$ cat src/rtl/ss_pkg.sv
package ss_pkg;

    localparam int DEV_W      = 5;
    localparam int PER_W      = 16;
    localparam int HALF_W     = PER_W - 1;
    localparam int AMP_W      = 13;
    localparam int OFF_W      = 16;
    localparam int CTR_STEP   = 125;
    localparam int DN_STEP    = 250;
    localparam int CTR_MAXC   = 24;
    localparam int DN_MAXC    = 16;
    localparam int MIN_PERIOD = 225;

    typedef enum logic [1:0] {
        ST_IDLE = 2'd0,
        ST_DIV  = 2'd1,
        ST_RUN  = 2'd2
    } ss_state_e;

    typedef struct packed {
        logic              down;
        logic [DEV_W-1:0]  dev;
        logic [PER_W-1:0]  period;
    } ss_cfg_t;

    typedef struct packed {
        logic              ok;
        logic [AMP_W-1:0]  peak;
        logic [AMP_W-1:0]  span;
        logic [HALF_W-1:0] half;
    } ss_derived_t;

    function automatic logic [DEV_W-1:0] max_code(input logic down);
        return down ? DEV_W'(DN_MAXC) : DEV_W'(CTR_MAXC);
    endfunction

    function automatic logic [AMP_W-1:0] peak_of(input logic down, input logic [DEV_W-1:0] dev);
        logic [AMP_W-1:0] step;
        step = down ? AMP_W'(DN_STEP) : AMP_W'(CTR_STEP);
        return AMP_W'(dev) * step;
    endfunction

endpackage

$ cat src/rtl/ss_cfg_check.sv
module ss_cfg_check
    import ss_pkg::*;
#(
    parameter int MIN_P = ss_pkg::MIN_PERIOD
) (
    input  ss_cfg_t     cfg,
    output ss_derived_t drv
);
    logic dev_ok;
    logic per_ok;
    logic [AMP_W-1:0] pk;

    always_comb begin
        dev_ok   = (cfg.dev != '0) && (cfg.dev <= max_code(cfg.down));
        per_ok   = (cfg.period >= PER_W'(MIN_P));
        pk       = peak_of(cfg.down, cfg.dev);
        drv.ok   = dev_ok && per_ok;
        drv.peak = pk;
        drv.span = cfg.down ? pk : AMP_W'({pk, 1'b0});
        drv.half = {cfg.period[PER_W-1:2], 1'b0};
    end
endmodule

$ cat src/rtl/ss_divider.sv
module ss_divider #(
    parameter int DVD_W = 13,
    parameter int DSR_W = 15
) (
    input  logic             clk,
    input  logic             rst,
    input  logic             start,
    input  logic [DVD_W-1:0] dividend,
    input  logic [DSR_W-1:0] divisor,
    output logic [DVD_W-1:0] quotient,
    output logic [DSR_W-1:0] remainder,
    output logic             done
);
    localparam int CW = (DVD_W > 1) ? $clog2(DVD_W) : 1;
    localparam logic [CW-1:0] LAST = CW'(DVD_W - 1);

    logic [DVD_W-1:0] dvd_sh;
    logic [CW-1:0]    cnt;
    logic             busy;
    logic [DSR_W:0]   trial;
    logic [DSR_W:0]   diff;
    logic             ge;

    always_comb begin
        trial = {remainder, dvd_sh[DVD_W-1]};
        diff  = trial - {1'b0, divisor};
        ge    = (trial >= {1'b0, divisor});
        done  = busy && (cnt == LAST);
    end

    always_ff @(posedge clk) begin
        if (rst) begin
            dvd_sh    <= '0;
            cnt       <= '0;
            busy      <= 1'b0;
            quotient  <= '0;
            remainder <= '0;
        end else if (start) begin
            dvd_sh    <= dividend;
            cnt       <= '0;
            busy      <= 1'b1;
            quotient  <= '0;
            remainder <= '0;
        end else if (busy) begin
            remainder <= ge ? diff[DSR_W-1:0] : trial[DSR_W-1:0];
            quotient  <= {quotient[DVD_W-2:0], ge};
            dvd_sh    <= {dvd_sh[DVD_W-2:0], 1'b0};
            cnt       <= cnt + 1'b1;
            if (cnt == LAST) busy <= 1'b0;
        end
    end
endmodule

$ cat src/rtl/ss_tri_core.sv
module ss_tri_core #(
    parameter int AMP_W  = 13,
    parameter int HALF_W = 15
) (
    input  logic              clk,
    input  logic              rst,
    input  logic              load,
    input  logic              step,
    input  logic [HALF_W-1:0] start_t,
    input  logic [AMP_W-1:0]  start_level,
    input  logic [HALF_W-1:0] half,
    input  logic [AMP_W-1:0]  inc_q,
    input  logic [HALF_W-1:0] inc_r,
    output logic [AMP_W-1:0]  level
);
    logic [HALF_W-1:0] t;
    logic [HALF_W-1:0] rem;
    logic              dir_up;

    logic [HALF_W:0]   rem_up;
    logic              carry;
    logic              borrow;
    logic [HALF_W:0]   rem_dn;
    logic [HALF_W-1:0] t_nx;
    logic [AMP_W-1:0]  level_nx;
    logic [HALF_W-1:0] rem_nx;
    logic              dir_nx;

    always_comb begin
        rem_up = {1'b0, rem} + {1'b0, inc_r};
        carry  = (rem_up >= {1'b0, half});
        borrow = (rem < inc_r);
        rem_dn = borrow ? ({1'b0, rem} + {1'b0, half} - {1'b0, inc_r})
                        : ({1'b0, rem} - {1'b0, inc_r});
        if (dir_up) begin
            t_nx     = t + 1'b1;
            level_nx = level + inc_q + AMP_W'(carry);
            rem_nx   = carry ? HALF_W'(rem_up - {1'b0, half}) : rem_up[HALF_W-1:0];
            dir_nx   = (t_nx != half);
        end else begin
            t_nx     = t - 1'b1;
            level_nx = level - inc_q - AMP_W'(borrow);
            rem_nx   = rem_dn[HALF_W-1:0];
            dir_nx   = (t_nx == '0);
        end
    end

    always_ff @(posedge clk) begin
        if (rst) begin
            t      <= '0;
            rem    <= '0;
            level  <= '0;
            dir_up <= 1'b1;
        end else if (load) begin
            t      <= start_t;
            rem    <= '0;
            level  <= start_level;
            dir_up <= 1'b1;
        end else if (step) begin
            t      <= t_nx;
            rem    <= rem_nx;
            level  <= level_nx;
            dir_up <= dir_nx;
        end
    end
endmodule

$ cat src/rtl/ss_tri_gen.sv
module ss_tri_gen
    import ss_pkg::*;
#(
    parameter int MIN_P = ss_pkg::MIN_PERIOD
) (
    input  logic                    clk,
    input  logic                    rst,
    input  logic                    enable,
    input  logic                    mode_down,
    input  logic [DEV_W-1:0]        dev_code,
    input  logic [PER_W-1:0]        period_cycles,
    input  logic                    ref_slow,
    output logic signed [OFF_W-1:0] offset,
    output logic                    invalid
);
    ss_cfg_t     cfg_live;
    ss_cfg_t     cfg_snap;
    ss_cfg_t     cfg_pair [2];
    ss_derived_t drv_pair [2];
    ss_derived_t drv_live;
    ss_derived_t drv_snap;
    ss_state_e   state;

    logic              go;
    logic              changed;
    logic              hold_ok;
    logic              div_start;
    logic              div_done;
    logic [AMP_W-1:0]  inc_q;
    logic [HALF_W-1:0] inc_r;
    logic              core_load;
    logic              core_step;
    logic [HALF_W-1:0] start_t;
    logic [AMP_W-1:0]  start_level;
    logic [AMP_W-1:0]  level;
    logic signed [OFF_W-1:0] lvl_s;
    logic signed [OFF_W-1:0] peak_s;

    assign cfg_live    = '{down: mode_down, dev: dev_code, period: period_cycles};
    assign cfg_pair[0] = cfg_live;
    assign cfg_pair[1] = cfg_snap;

    for (genvar i = 0; i < 2; i++) begin : g_check
        ss_cfg_check #(.MIN_P(MIN_P)) u_check (
            .cfg (cfg_pair[i]),
            .drv (drv_pair[i])
        );
    end

    assign drv_live = drv_pair[0];
    assign drv_snap = drv_pair[1];

    always_comb begin
        go        = enable && drv_live.ok && !ref_slow;
        changed   = (cfg_live != cfg_snap);
        hold_ok   = go && !changed;
        div_start = (state == ST_IDLE) && go;
        core_load = (state == ST_DIV) && hold_ok && div_done;
        core_step = (state == ST_RUN) && hold_ok;
        start_t     = cfg_snap.down ? '0 : {1'b0, drv_snap.half[HALF_W-1:1]};
        start_level = cfg_snap.down ? '0 : drv_snap.peak;
    end

    always_ff @(posedge clk) begin
        if (rst) begin
            state    <= ST_IDLE;
            cfg_snap <= '0;
            invalid  <= 1'b0;
        end else begin
            invalid <= !drv_live.ok;
            unique case (state)
                ST_IDLE: if (go) begin
                    state    <= ST_DIV;
                    cfg_snap <= cfg_live;
                end
                ST_DIV: begin
                    if (!hold_ok)      state <= ST_IDLE;
                    else if (div_done) state <= ST_RUN;
                end
                ST_RUN: if (!hold_ok) state <= ST_IDLE;
                default: state <= ST_IDLE;
            endcase
        end
    end

    ss_divider #(.DVD_W(AMP_W), .DSR_W(HALF_W)) u_div (
        .clk       (clk),
        .rst       (rst),
        .start     (div_start),
        .dividend  (drv_live.span),
        .divisor   (drv_snap.half),
        .quotient  (inc_q),
        .remainder (inc_r),
        .done      (div_done)
    );

    ss_tri_core #(.AMP_W(AMP_W), .HALF_W(HALF_W)) u_core (
        .clk         (clk),
        .rst         (rst),
        .load        (core_load),
        .step        (core_step),
        .start_t     (start_t),
        .start_level (start_level),
        .half        (drv_snap.half),
        .inc_q       (inc_q),
        .inc_r       (inc_r),
        .level       (level)
    );

    always_comb begin
        lvl_s  = signed'({{(OFF_W-AMP_W){1'b0}}, level});
        peak_s = signed'({{(OFF_W-AMP_W){1'b0}}, drv_snap.peak});
        if (state != ST_RUN)    offset = '0;
        else if (cfg_snap.down) offset = -lvl_s;
        else                    offset = lvl_s - peak_s;
    end
endmodule

$ cat config.mk
export PLATFORM = sky130hd
export DESIGN_NAME = ss_tri_gen
export DESIGN_NICKNAME = d
export VERILOG_FILES = /design/src/rtl/ss_pkg.sv /design/src/rtl/ss_cfg_check.sv /design/src/rtl/ss_divider.sv /design/src/rtl/ss_tri_core.sv /design/src/rtl/ss_tri_gen.sv
export SDC_FILE = /design/constraint.sdc
export NUM_CORES = 1
export LEC_CHECK = 0
export ABC_AREA = 1
export BUFFER_PORTS_ARGS = -buffer_cell sky130_fd_sc_hd__buf_2
export CAP_MARGIN = 10
export CORE_ASPECT_RATIO = 0.5
export CORE_MARGIN = 4
export CORE_UTILIZATION = 44
export CTS_BUF_LIST = sky130_fd_sc_hd__clkbuf_4
export CTS_CLUSTER_DIAMETER = 50
export CTS_CLUSTER_SIZE = 30
export DETAILED_ROUTE_END_ITERATION = 10
export GPL_ROUTABILITY_DRIVEN = 0
export PLACE_DENSITY = 0.7
export SLEW_MARGIN = 20
export SYNTH_ARGS = -nofsm -noshare
export SYNTH_HDL_FRONTEND = slang
export SYNTH_SLANG_ARGS = --single-unit
$ cat constraint.sdc
create_clock -name clk -period 5.94 [get_ports clk]
set_clock_uncertainty 0.05 [all_clocks]
set_input_delay 1.188 -clock clk [delete_from_list [all_inputs] [get_ports clk]]
set_output_delay 1.188 -clock clk [all_outputs]
set_load 0.02 [all_outputs]
==> impl_metrics.toml <==
[route]
vias_per_cell = 5.38
wl_per_cell_microns = 15.2
routed_wl_microns = 45300
firstDrtPassIters = 7
drt_iter0_markers = 1479
routed-via-count = 16000
antenna_left = 0
drc = 0

[run_status]
violations = "negative setup slack"
status = "finished, violations left"

[synthesis]
async_reset_ff_share_pct = 0
synthFlopType = "dfxtp_1"
yosysWarnings = 0
yosys.area.top_type = "dfxtp_1"
synthCells = 2458
synth-edff-count = 0
netlist_area_sq_mm = 0.0152
synth_area_per_cell_sq_um = 6.20
netlist-cell-type-count = 45
ys_seq_area_share_pct = 15.1
ys_ff_latch = 115
post-synth-top-area-fraction_pct = 15.1
synth_top_cells_by_area = "dfxtp_1 15%, nand2_1 15%, ha_1 14%"

[die]
start_util_pct = 45.4
io_pins = 43
die_area_sq_mm = 0.0378
coreArea_sq_mm = 0.0336
die_x_microns = 271
num_rows = 47
die_h_microns = 140

[power]
switching_share_pct = 47.0
cellLeakagePower_nw = 8.78
combPwrFrac_pct = 58.2
peakVddDrop_mv = 0.118
power_switching_mw = 1.71
power.density_mw_per_mm2 = 216
p_int_mw = 1.93
clock_power_share_pct = 18.8
power_frac_seq_pct = 23.0

[global_routing]
overflow = 0
grt_first_pass_wirelength_microns = 74100
grt_max_degree = 47
grtUsageTotal_pct = 23.6
grt_pass1_vias = 15100
antenna_found_initial = 1

[critical_path]
critPathKind = "flop to output pin"
crit_arrival_ns = 5.01
r2r_cells = 36
r2r_slack_ns = 0.66
rr_endpoint = "u_core.level[12]$_SDFFE_PP0P_"
cp-start-kind = "flop"
path_max_fanout = 5
endpoint_kind = "output pin"
critical_path_required_ns = 4.70
worstReg2RegStart = "u_div.remainder[6]$_SDFFE_PP0P_"

[clocking]
clock_latency_ns = 0.61
cts.htree.levels = 4
cts_made_buffers = 17
cts_tree = "done"
clockBufferDepth = 2
cts.clk_slew.worst_paths_ns = 0.10
root_buffer = "clkbuf_4"
clock_sinks = 115

[timing]
setup_viol = 9
fin_ws_ns = -0.308
post-route-period-util_pct = 105
post-route-min-period_ns = 6.25
rsz0062_at_grt = "yes"
relSlewSlack_pct = 32.6
maxSlewViolCount = 0
fmax_ghz = 0.160
tightest_slew_ns = 1.01
hold_viol = 0

[placed_design]
port_buffers = 42
placed_cells = 2927
dp_hpwl_microns = 35200
dpl_cell_area_sq_mm = 0.0160
dpl_worst_slack_ns = 0.128

[run]
cap_viol_max_count = 0

[layout]
fillers = 3448
utilization_pct = 50.1
stdcell_count = 2979
stdcell_area_sq_mm = 0.0168
drive_gt1_share_pct = 9.11
nets = 2746
area_growth_pct = 10.6
multi_input_area_sq_mm = 0.0115
ff_latch_area_sq_mm = 0.00232

[hold_path]
min_from = "u_div.dvd_sh[0]$_SDFFE_PP0P_"
hold_depth = 2
min_to = "u_div.dvd_sh[0]$_SDFFE_PP0P_"
hold_class = "flop to flop"
## metrics by stage
| stage | power [mW] | setup TNS [ns] | hold WS [ns] |
|---|---|---|---|
| 2_1_floorplan | 2.30 | 0 | 0.375 |
| 3_3_place_gp | 2.75 | 0 | 0.382 |
| 3_5_place_dp | 2.77 | 0 | 0.389 |
| 4_1_cts | 3.54 | -0.852 | 0.404 |
| 5_1_grt | 3.94 | -3.73 | 0.427 |
| 6_report | 3.63 | -1.66 | 0.402 |
## layer usage
layer	share of wire (%)	GRT usage, %	up-vias
met2	45	39.6	540
met4	2.4	7.43	0
met1	45	31.8	7326
li1	-	-	8084
met3	6.8	3.25	78
met5	0	0	-
## power by group through the flow
| stage | Combinational (mW) | Clock (mW) | Sequential (mW) |
|---|---|---|---|
| after detailed placement | 1.92 | 0 | 0.849 |
| after floorplan | 1.46 | 0 | 0.844 |
| after CTS | 2.01 | 0.692 | 0.832 |
| after global routing | 2.38 | 0.721 | 0.838 |
| final | 2.11 | 0.685 | 0.834 |
| after global placement | 1.90 | 0 | 0.849 |
## cells in the final DEF, fill, tap and decap left out, types with 16 or more instances in the layout
cell        n
nor3_1     21
fa_1       53
buf_4      55
a21oi_2    16
nand4_1    38
nor2_1    194
clkbuf_4   20
dfxtp_1   109
ha_1      155
inv_2      16
xnor2_1    32
a21oi_1   192
o21ai_0   164
a31oi_1    16
xor2_1     54
buf_2      35
inv_1     362
nand3_1   214
nand2_1   584
o211ai_1   19
## cells by family (layout without fill, tap and decap cells)
group	after synthesis	in the layout	synth area share (%)
flops	115	115	15.1
fa+ha+maj	219	219	20.6
xor+xnor	90	90	5.18
buf+inv	456	508	11.7
other cells	2	6	0.0493
compound gates	468	468	16.7
simple gates	1108	1108	30.7
## Yosys cell counts (2+ instances only)
| cell type | instances |
|---|---|
| a21boi_0 | 2 |
| nand3_2 | 2 |
| nor4_1 | 2 |
| fa_1 | 53 |
| buf_2 | 18 |
| or2_0 | 2 |
| nand2_2 | 3 |
| a21oi_1 | 207 |
| nand4_1 | 38 |
| o21a_1 | 4 |
| xnor2_1 | 33 |
| o21bai_1 | 16 |
| nor3_2 | 2 |
| or2_2 | 4 |
| a21o_1 | 9 |
| buf_4 | 5 |
| nor2_1 | 201 |
| o21ai_0 | 172 |
| nand3_1 | 220 |
| dfxtp_1 | 115 |
| clkbuf_1 | 44 |
| a31oi_1 | 16 |
| o21ai_1 | 4 |
| clkinv_1 | 3 |
| inv_2 | 4 |
| nor3_1 | 21 |
| a211oi_1 | 13 |
| nand3b_1 | 11 |
| inv_1 | 375 |
| xor2_1 | 57 |
| nand2_1 | 598 |
| buf_6 | 3 |
| buf_1 | 3 |
| o211ai_1 | 19 |
| ha_1 | 166 |
| conb_1 | 2 |
| a21oi_2 | 3 |
## worst max-delay path, stage by stage, from the launching register on
cell and delay [ns]:
dfxtp_4 0.37, inv_4 0.07, nand2_4 0.05, fa_1 0.52, inv_2 0.04, fa_1 0.49
inv_1 0.05, fa_1 0.48, inv_2 0.05, ha_4 0.27, nand2_1 0.06, nand2_1 0.06
a21oi_2 0.16, nand2_2 0.11, xor2_2 0.22, ha_4 0.25, a21oi_2 0.15, a21boi_2 0.20
nand3_2 0.12, buf_4 0.14, a21oi_1 0.13, o21ai_0 0.09, a21oi_1 0.15, buf_4 0.17
## final cells by class
cell class | count | share of cell area [%]
Clock buffer | 20 | 0.892
Antenna cell | 1 | 0.0149
Inverter | 382 | 8.53
Timing Repair Buffer | 95 | 3.88
Tap cell | 465 | 3.46
Clock inverter | 11 | 0.959
Multi-Input combinational cell | 1890 | 68.5
Sequential cell | 115 | 13.8
## registers in the layout, indices dropped and copies added, names as in the netlist, 2 cells and up
| register | flops |
|---|---|
| u_core.rem | 15 |
| u_core.t | 15 |
| u_div.quotient | 13 |
| u_div.remainder | 15 |
| u_div.cnt | 4 |
| u_core.level | 13 |
| cfg_pair | 22 |
| u_div.dvd_sh | 13 |
| state | 2 |
## how the worst max path moves through the flow
stage,start,to,slack [ns],cells past startpoint
after detailed placement,cfg_pair[20]$_SDFFE_PP0P_,offset[12],0.13,25
after CTS,cfg_pair[19]$_SDFFE_PP0P_,offset[12],-0.19,24
final,cfg_pair[21]$_SDFFE_PP0P_,offset[10],-0.31,23
after global placement,cfg_pair[20]$_SDFFE_PP0P_,offset[12],0.15,25
after global routing,cfg_pair[21]$_SDFFE_PP0P_,offset[12],-0.50,28
after floorplan,cfg_pair[21]$_SDFFE_PP0P_,offset[13],0.009,23
## timing repair
action | CTS | global route
endpoints found under the hold margin | 0 | 0
hold buffers | 0 | 0
setup endpoints to repair | 11 | 14
buffers inserted | 12 | 8
gates resized for setup | 57 | 54
pin swaps | 43 | 35
No activity file was read; power rests on OpenSTA's default activity.
